### src/rtl/fmt_pkg.sv
package fmt_pkg;
  localparam int TA_W   = 10;
  localparam int TB_W   = 8;
  localparam int CNT_W  = TA_W + 1;
  localparam int IDX_W  = 8;
  localparam logic [IDX_W-1:0] IDX_TA_HI = 8'h24;
  localparam logic [IDX_W-1:0] IDX_TA_LO = 8'h25;
  localparam logic [IDX_W-1:0] IDX_TB    = 8'h26;
  localparam logic [IDX_W-1:0] IDX_CTL   = 8'h27;
  localparam int NUM_TMR = 2;
endpackage

### src/rtl/fmt_regif.sv
module fmt_regif
  import fmt_pkg::*;
(
  input  logic                 clk,
  input  logic                 rst_n,
  input  logic                 wr_en,
  input  logic [1:0]           wr_addr,
  input  logic [7:0]           wr_data,
  output logic [TA_W-1:0]      ta_val,
  output logic [TB_W-1:0]      tb_val,
  output logic [NUM_TMR-1:0]   run_q,
  output logic [NUM_TMR-1:0]   en_q,
  output logic [NUM_TMR-1:0]   start,
  output logic [NUM_TMR-1:0]   clr,
  output logic                 bank_q,
  output logic [IDX_W-1:0]     idx_q
);
  logic data_ok, lo_bank;
  logic hit_ta_hi, hit_ta_lo, hit_tb, hit_ctl;

  // data port must match the bank chosen by the last index write
  assign data_ok   = wr_en && wr_addr[0] && (wr_addr[1] == bank_q);
  assign lo_bank   = data_ok && !bank_q;
  assign hit_ta_hi = lo_bank && (idx_q == IDX_TA_HI);
  assign hit_ta_lo = lo_bank && (idx_q == IDX_TA_LO);
  assign hit_tb    = lo_bank && (idx_q == IDX_TB);
  assign hit_ctl   = lo_bank && (idx_q == IDX_CTL);

  assign start = {NUM_TMR{hit_ctl}} & wr_data[NUM_TMR-1:0] & ~run_q;
  assign clr   = {NUM_TMR{hit_ctl}} & wr_data[5:4];

  always_ff @(posedge clk or negedge rst_n) begin
    if (!rst_n) begin
      bank_q <= 1'b0;
      idx_q  <= '0;
    end else if (wr_en && !wr_addr[0]) begin
      bank_q <= wr_addr[1];
      idx_q  <= wr_data;
    end
  end

  always_ff @(posedge clk or negedge rst_n) begin
    if (!rst_n) begin
      ta_val <= '0;
      tb_val <= '0;
      run_q  <= '0;
      en_q   <= '0;
    end else begin
      if (hit_ta_hi) ta_val[TA_W-1:2] <= wr_data;
      if (hit_ta_lo) ta_val[1:0]      <= wr_data[1:0];
      if (hit_tb)    tb_val           <= wr_data;
      if (hit_ctl) begin
        run_q <= wr_data[1:0];
        en_q  <= wr_data[3:2];
      end
    end
  end
endmodule

### src/rtl/fmt_prescale.sv
module fmt_prescale #(
  parameter int DIV_LOG2 = 4
) (
  input  logic clk,
  input  logic rst_n,
  input  logic restart,
  input  logic tick,
  output logic step
);
  logic [DIV_LOG2-1:0] phase_q;

  assign step = tick && (&phase_q);

  always_ff @(posedge clk or negedge rst_n) begin
    if (!rst_n)       phase_q <= '0;
    else if (restart) phase_q <= '0;
    else if (tick)    phase_q <= phase_q + 1'b1;
  end
endmodule

### src/rtl/fmt_interval.sv
module fmt_interval #(
  parameter int CW = 11
) (
  input  logic          clk,
  input  logic          rst_n,
  input  logic          start,
  input  logic          run,
  input  logic          step,
  input  logic [CW-1:0] period,
  output logic          ovf
);
  logic [CW-1:0] cnt_q;

  assign ovf = run && step && (cnt_q == CW'(1));

  always_ff @(posedge clk or negedge rst_n) begin
    if (!rst_n)
      cnt_q <= '0;
    else if (start)
      cnt_q <= period;
    else if (run && step)
      cnt_q <= (cnt_q <= CW'(1)) ? period : cnt_q - CW'(1);
  end
endmodule

### src/rtl/fm_timer_pair.sv
module fm_timer_pair
  import fmt_pkg::*;
#(
  parameter int DIV_LOG2 = 4
) (
  input  logic       clk,
  input  logic       rst_n,
  input  logic       wr_en,
  input  logic [1:0] wr_addr,
  input  logic [7:0] wr_data,
  input  logic       tick,
  output logic [7:0] status,
  output logic       irq
);
  logic [TA_W-1:0]    ta_val;
  logic [TB_W-1:0]    tb_val;
  logic [NUM_TMR-1:0] run_q, en_q, start, clr, step, ovf, flag_q;
  logic               bank_q;
  logic [IDX_W-1:0]   idx_q;
  logic [CNT_W-1:0]   period [NUM_TMR];

  fmt_regif u_regif (
    .clk(clk), .rst_n(rst_n), .wr_en(wr_en), .wr_addr(wr_addr),
    .wr_data(wr_data), .ta_val(ta_val), .tb_val(tb_val), .run_q(run_q),
    .en_q(en_q), .start(start), .clr(clr), .bank_q(bank_q), .idx_q(idx_q)
  );

  assign period[0] = CNT_W'(1 << TA_W) - CNT_W'(ta_val);
  assign period[1] = CNT_W'(1 << TB_W) - CNT_W'(tb_val);
  assign step[0]   = tick;

  fmt_prescale #(.DIV_LOG2(DIV_LOG2)) u_bdiv (
    .clk(clk), .rst_n(rst_n), .restart(start[1]), .tick(tick), .step(step[1])
  );

  for (genvar g = 0; g < NUM_TMR; g++) begin : g_tmr
    fmt_interval #(.CW(CNT_W)) u_cnt (
      .clk(clk), .rst_n(rst_n), .start(start[g]), .run(run_q[g]),
      .step(step[g]), .period(period[g]), .ovf(ovf[g])
    );

    always_ff @(posedge clk or negedge rst_n) begin
      if (!rst_n) flag_q[g] <= 1'b0;
      else        flag_q[g] <= (flag_q[g] && !clr[g]) || (ovf[g] && en_q[g]);
    end
  end

  assign status = {6'b0, flag_q};
  assign irq    = |flag_q;
endmodule

### config.mk
export PLATFORM = sky130hd
export DESIGN_NAME = fm_timer_pair
export DESIGN_NICKNAME = d
export VERILOG_FILES = /design/src/rtl/fmt_pkg.sv /design/src/rtl/fmt_regif.sv /design/src/rtl/fmt_prescale.sv /design/src/rtl/fmt_interval.sv /design/src/rtl/fm_timer_pair.sv
export SDC_FILE = /design/constraint.sdc
export NUM_CORES = 1
export LEC_CHECK = 0
export CORE_ASPECT_RATIO = 1.75
export CORE_MARGIN = 2
export CORE_UTILIZATION = 59
export DETAILED_ROUTE_END_ITERATION = 8
export GPL_ROUTABILITY_DRIVEN = 1
export GPL_TIMING_DRIVEN = 1
export PLACE_DENSITY = 0.89
export SLEW_MARGIN = 10
export SYNTH_ARGS = -nofsm -noshare
export SYNTH_HDL_FRONTEND = slang
export SYNTH_SLANG_ARGS = --single-unit
### constraint.sdc
create_clock -name clk -period 2.8 [get_ports clk]
set_clock_uncertainty 0.2 [all_clocks]
set_input_delay 0.56 -clock clk [delete_from_list [all_inputs] [get_ports clk]]
set_output_delay 0.56 -clock clk [all_outputs]
set_load 0.01 [all_outputs]
==> flow_summary_export.csv <==
group,metric,value,unit
status,status,"finished, final reports clean",
sta,finalSetupViolations,0,
layout,drive_gt1_frac,0.2358,
sta,worst_pin_slew,0.8936,ns
drt,via_per_inst,5.953,
yosys,yosys.area.top_type_share,0.4426,
drt,drt_pre_antenna_iters,4,
setup_path,cpLargestDelayFamily,"simple AND/OR/NAND/NOR gates",
yosys,synth-compound-area-share,0.1009,
yosys,synthTopCellsByCount,"59 x dfrtp_1, 31 x mux2_2, 27 x nand2_1",
drt,dr.first_iter.drc_count,159,
yosys,synthSimpleGateAreaFrac,0.1935,
layout,fin_area,3926,sq um
clocking,cts.root.buffer_cell,"clkbuf_8",
sta,rsz0062_at_grt,"false",
pwr,power,0.002387,W
yosys,ys_seq_area_frac,0.4426,
drt,route.detailed.drc,0,
placement,dp_cells,429,
pwr,leakagePower,1.750,nW
setup_path,cp_slowest_stage_delay,0.58,ns
yosys,synth-xor-area-share,0.04201,
pwr,clkPwrFrac,0.320,
layout,nets,385,
global_routing,grt_usage,0.2631,
pwr,powerDensity,608.1,nW/um^2
pwr,power_frac_seq,0.462,
setup_path,worst_setup_path_end_kind,"flop",
pwr,p_sw_frac,0.3166,
die,die_x,60.84,microns
placement,numPortBuffers,16,
sta,fin_crit_sh,0.9719,
clocking,postCtsSetupBuffers,0,
placement,pre_cts_slack,-0.3094,ns
layout,fin_cells,445,
die,io_pins,23,
setup_path,path_class,"input port to flop",
yosys,postSynthCellCount,327,
setup_path,r2r_end,"g_tmr[1].u_cnt.cnt_q[3]$_DFFE_PN0P_",
layout,n_antenna_cell,0,
yosys,yosysMostFrequentCell,"dfrtp_1",
sta,hold_viol,0,
yosys,synth_top_family_by_area,"simple AND/OR/NAND/NOR gates",
drt,vias,2649,
clocking,numCtsBuffers,9,
pwr,comb_power_share,0.218,
setup_path,worstPathRequired,2.78,ns
setup_path,crit_slowest_cell,"or4bb_4",
die,die-area,6295,sq um
drt,ant_nets,0,
global_routing,antenna_found_initial,0,
setup_path,reg2reg_depth,5,
clocking,clk_latency,0.35,ns
yosys,yosys_warnings,0,
die,start_util,0.6070,
drt,wl_per_cell,16.80,microns
yosys,synthMuxAreaShare,0.1407,
sta,fmax,367.5,MHz
global_routing,grt_max_degree,32,
pwr,p_int,0.001632,W
sta,max_slew_margin,0.4021,
clocking,htree_levels,3,
yosys,netlist_area,3336,sq um
sta,timing.setup.tns,0,ns
clocking,clk_pin_slew,0.07,ns
die,chipHeight,103.5,microns
placement,place.gp.congestion,0.9387,
worst_hold_path,min_path_type,"input port to async pin",
setup_path,start_kind,"input port",
setup_path,crit_arrival,2.71,ns
yosys,synthFlopType,"dfrtp_1",
pwr,ir_worst_vdd,0.4175,mV
die,fp-row-count,36,
yosys,synth_adder_area_share,0.02626,
yosys,synth_seq_cells,59,
setup_path,rr_startpoint,"g_tmr[1].u_cnt.cnt_q[7]$_DFFE_PN0P_",
sta,min_period,2.721,ns
pwr,p_sw,0.0007559,W
layout,area_growth,17.70,%
clocking,cts_tree,"yes",
setup_path,cp.buffers_inverters,2,
die,core,5495,sq um
clocking,cts_buffer_depth,2,
setup_path,cp_max_fo,4,
sta,slew_violations,0,
yosys,synth_edf_count,0,
clocking,cts.sinks,59,
yosys,async_flop_share,1.000,
drt,routed_wl,7.475,mm
flow_run,maxCapViolCount,0,
yosys,yosys.area.top_type,"dfrtp_1",
yosys,netlist_top_cells_area,"dfrtp_1 44%, mux2_2 10%, mux2i_1 3.6%",
global_routing,grt_pass1_wl,12.08,mm
setup_path,path_cells,"clkdlybuf4s50_1 -> or4bb_4 -> nor4_2 -> buf_4 -> or2_2 -> mux2i_1 -> o32ai_1",
yosys,synth_cell_type_count,55,
placement,place_area,3727,sq um
yosys,syn_area_per_cell,10.20,sq um
placement,hpwl,5.556,mm
global_routing,grt_overflow,0,
setup_path,reg2reg_slack,0.31,ns
sta,setup_slack,0.07880,ns
global_routing,first_global_vias,2696,
==> kinds of logic after synthesis <==
| group | after synthesis |
|---|---|
| multiplexers | 43 |
| buffers and inverters | 35 |
| AND/OR/NAND/NOR | 116 |
| AO/OA/AOI/OAI | 50 |
| flip-flops | 59 |
| XOR/XNOR | 16 |
| adder cells (fa/ha/maj) | 7 |
| other | 1 |
==> registers in the layout (all words and copies together) (netlist names) <==
name / cells
g_tmr.u_cnt.cnt_q: 22
u_regif.ta_val: 10
u_regif.idx_q: 8
u_regif.tb_val: 8
u_bdiv.phase_q: 4
status: 2
u_regif.en_q: 2
u_regif.run_q: 2
u_regif.bank_q: 1
==> cell usage in the layout, fill, tap and decap left out, types with 3 or more instances in the layout <==
master	Yosys	final
clkinv_2	0	3
nand3_1	8	8
inv_1	17	17
nand2_1	27	26
conb_1	1	6
nor3_1	16	16
clkdlybuf4s50_1	0	15
xnor2_1	8	8
ha_1	7	7
clkbuf_8	0	9
o21ai_0	13	12
xor2_1	8	8
buf_4	9	18
a21oi_1	9	9
o21ai_1	2	3
o22ai_1	3	3
or3_1	5	5
dfrtp_1	59	59
or4_1	4	4
nor2_1	20	20
buf_12	0	5
nor4_1	9	9
mux2i_1	12	12
mux2_2	31	31
or2_2	4	4
o2bb2ai_1	7	7
==> worst max-delay path by stage <==
stage                     slack (ns)                                  end  cells past startpoint        from
after CTS                       0.05  g_tmr[0].u_cnt.cnt_q[4]$_DFFE_PN0P_                      7  wr_addr[0]
after floorplan                 0.31  g_tmr[0].u_cnt.cnt_q[7]$_DFFE_PN0P_                      6  wr_addr[1]
after global routing           0.001  g_tmr[0].u_cnt.cnt_q[4]$_DFFE_PN0P_                      7  wr_addr[0]
final                           0.08  g_tmr[1].u_cnt.cnt_q[3]$_DFFE_PN0P_                      7  wr_addr[0]
after global placement         -0.27  g_tmr[0].u_cnt.cnt_q[7]$_DFFE_PN0P_                      7  wr_addr[0]
after detailed placement       -0.31  g_tmr[0].u_cnt.cnt_q[4]$_DFFE_PN0P_                      7  wr_addr[0]
==> final cells by class <==
cell class | instances | area [sq um]
sequential | 59 | 1476
fill | 403 | 1569
multi-input combinational | 238 | 1708
clock inverter | 7 | 68.82
clock buffer | 9 | 123.9
timing repair buffer | 39 | 390.4
tap | 76 | 95.09
inverter | 17 | 63.81
==> metrics by stage <==
stage	hold WS (ns)	utilization
6_report	0.04306	0.7145
5_1_grt	0.09613	0.7145
4_1_cts	0.04605	0.7133
3_5_place_dp	0.2858	0.6783
3_3_place_gp	0.2799	0.6783
2_1_floorplan	0.06441	-
==> worst register-to-register path: cells and delay by family (launching register included) <==
family             cells  cell delay (ns)
AOI/OAI and AO/OA      1             0.13
muxes                  1             0.29
and+or+nand+nor        3             1.29
DFF                    1             0.43
==> power by group through the flow <==
| stage | combinational, W | sequential (W) | clock (W) |
|---|---|---|---|
| floorplan | 0.000388 | 0.00107 | 0 |
| global placement | 0.000487 | 0.00111 | 0 |
| detailed placement | 0.000517 | 0.00111 | 0 |
| CTS | 0.000522 | 0.00110 | 0.000777 |
| global route | 0.000588 | 0.00112 | 0.000811 |
| finish | 0.000520 | 0.00110 | 0.000764 |
==> metal layers <==
layer | vias up | routed length [microns] | track usage
met3 | 29 | 220 | 0.04851
met1 | 1322 | 2714 | 0.2537
li1 | 1241 | - | -
met2 | 57 | 4236 | 0.4847
met5 | - | 0 | 0
met4 | 0 | 304 | 0.1722
==> repair_timing <==
item                                    CTS  global route
hold buffers                              0             0
resized for setup                         0             3
endpoints found under the setup margin    0            35
No activity file was read; power rests on OpenSTA's default activity.
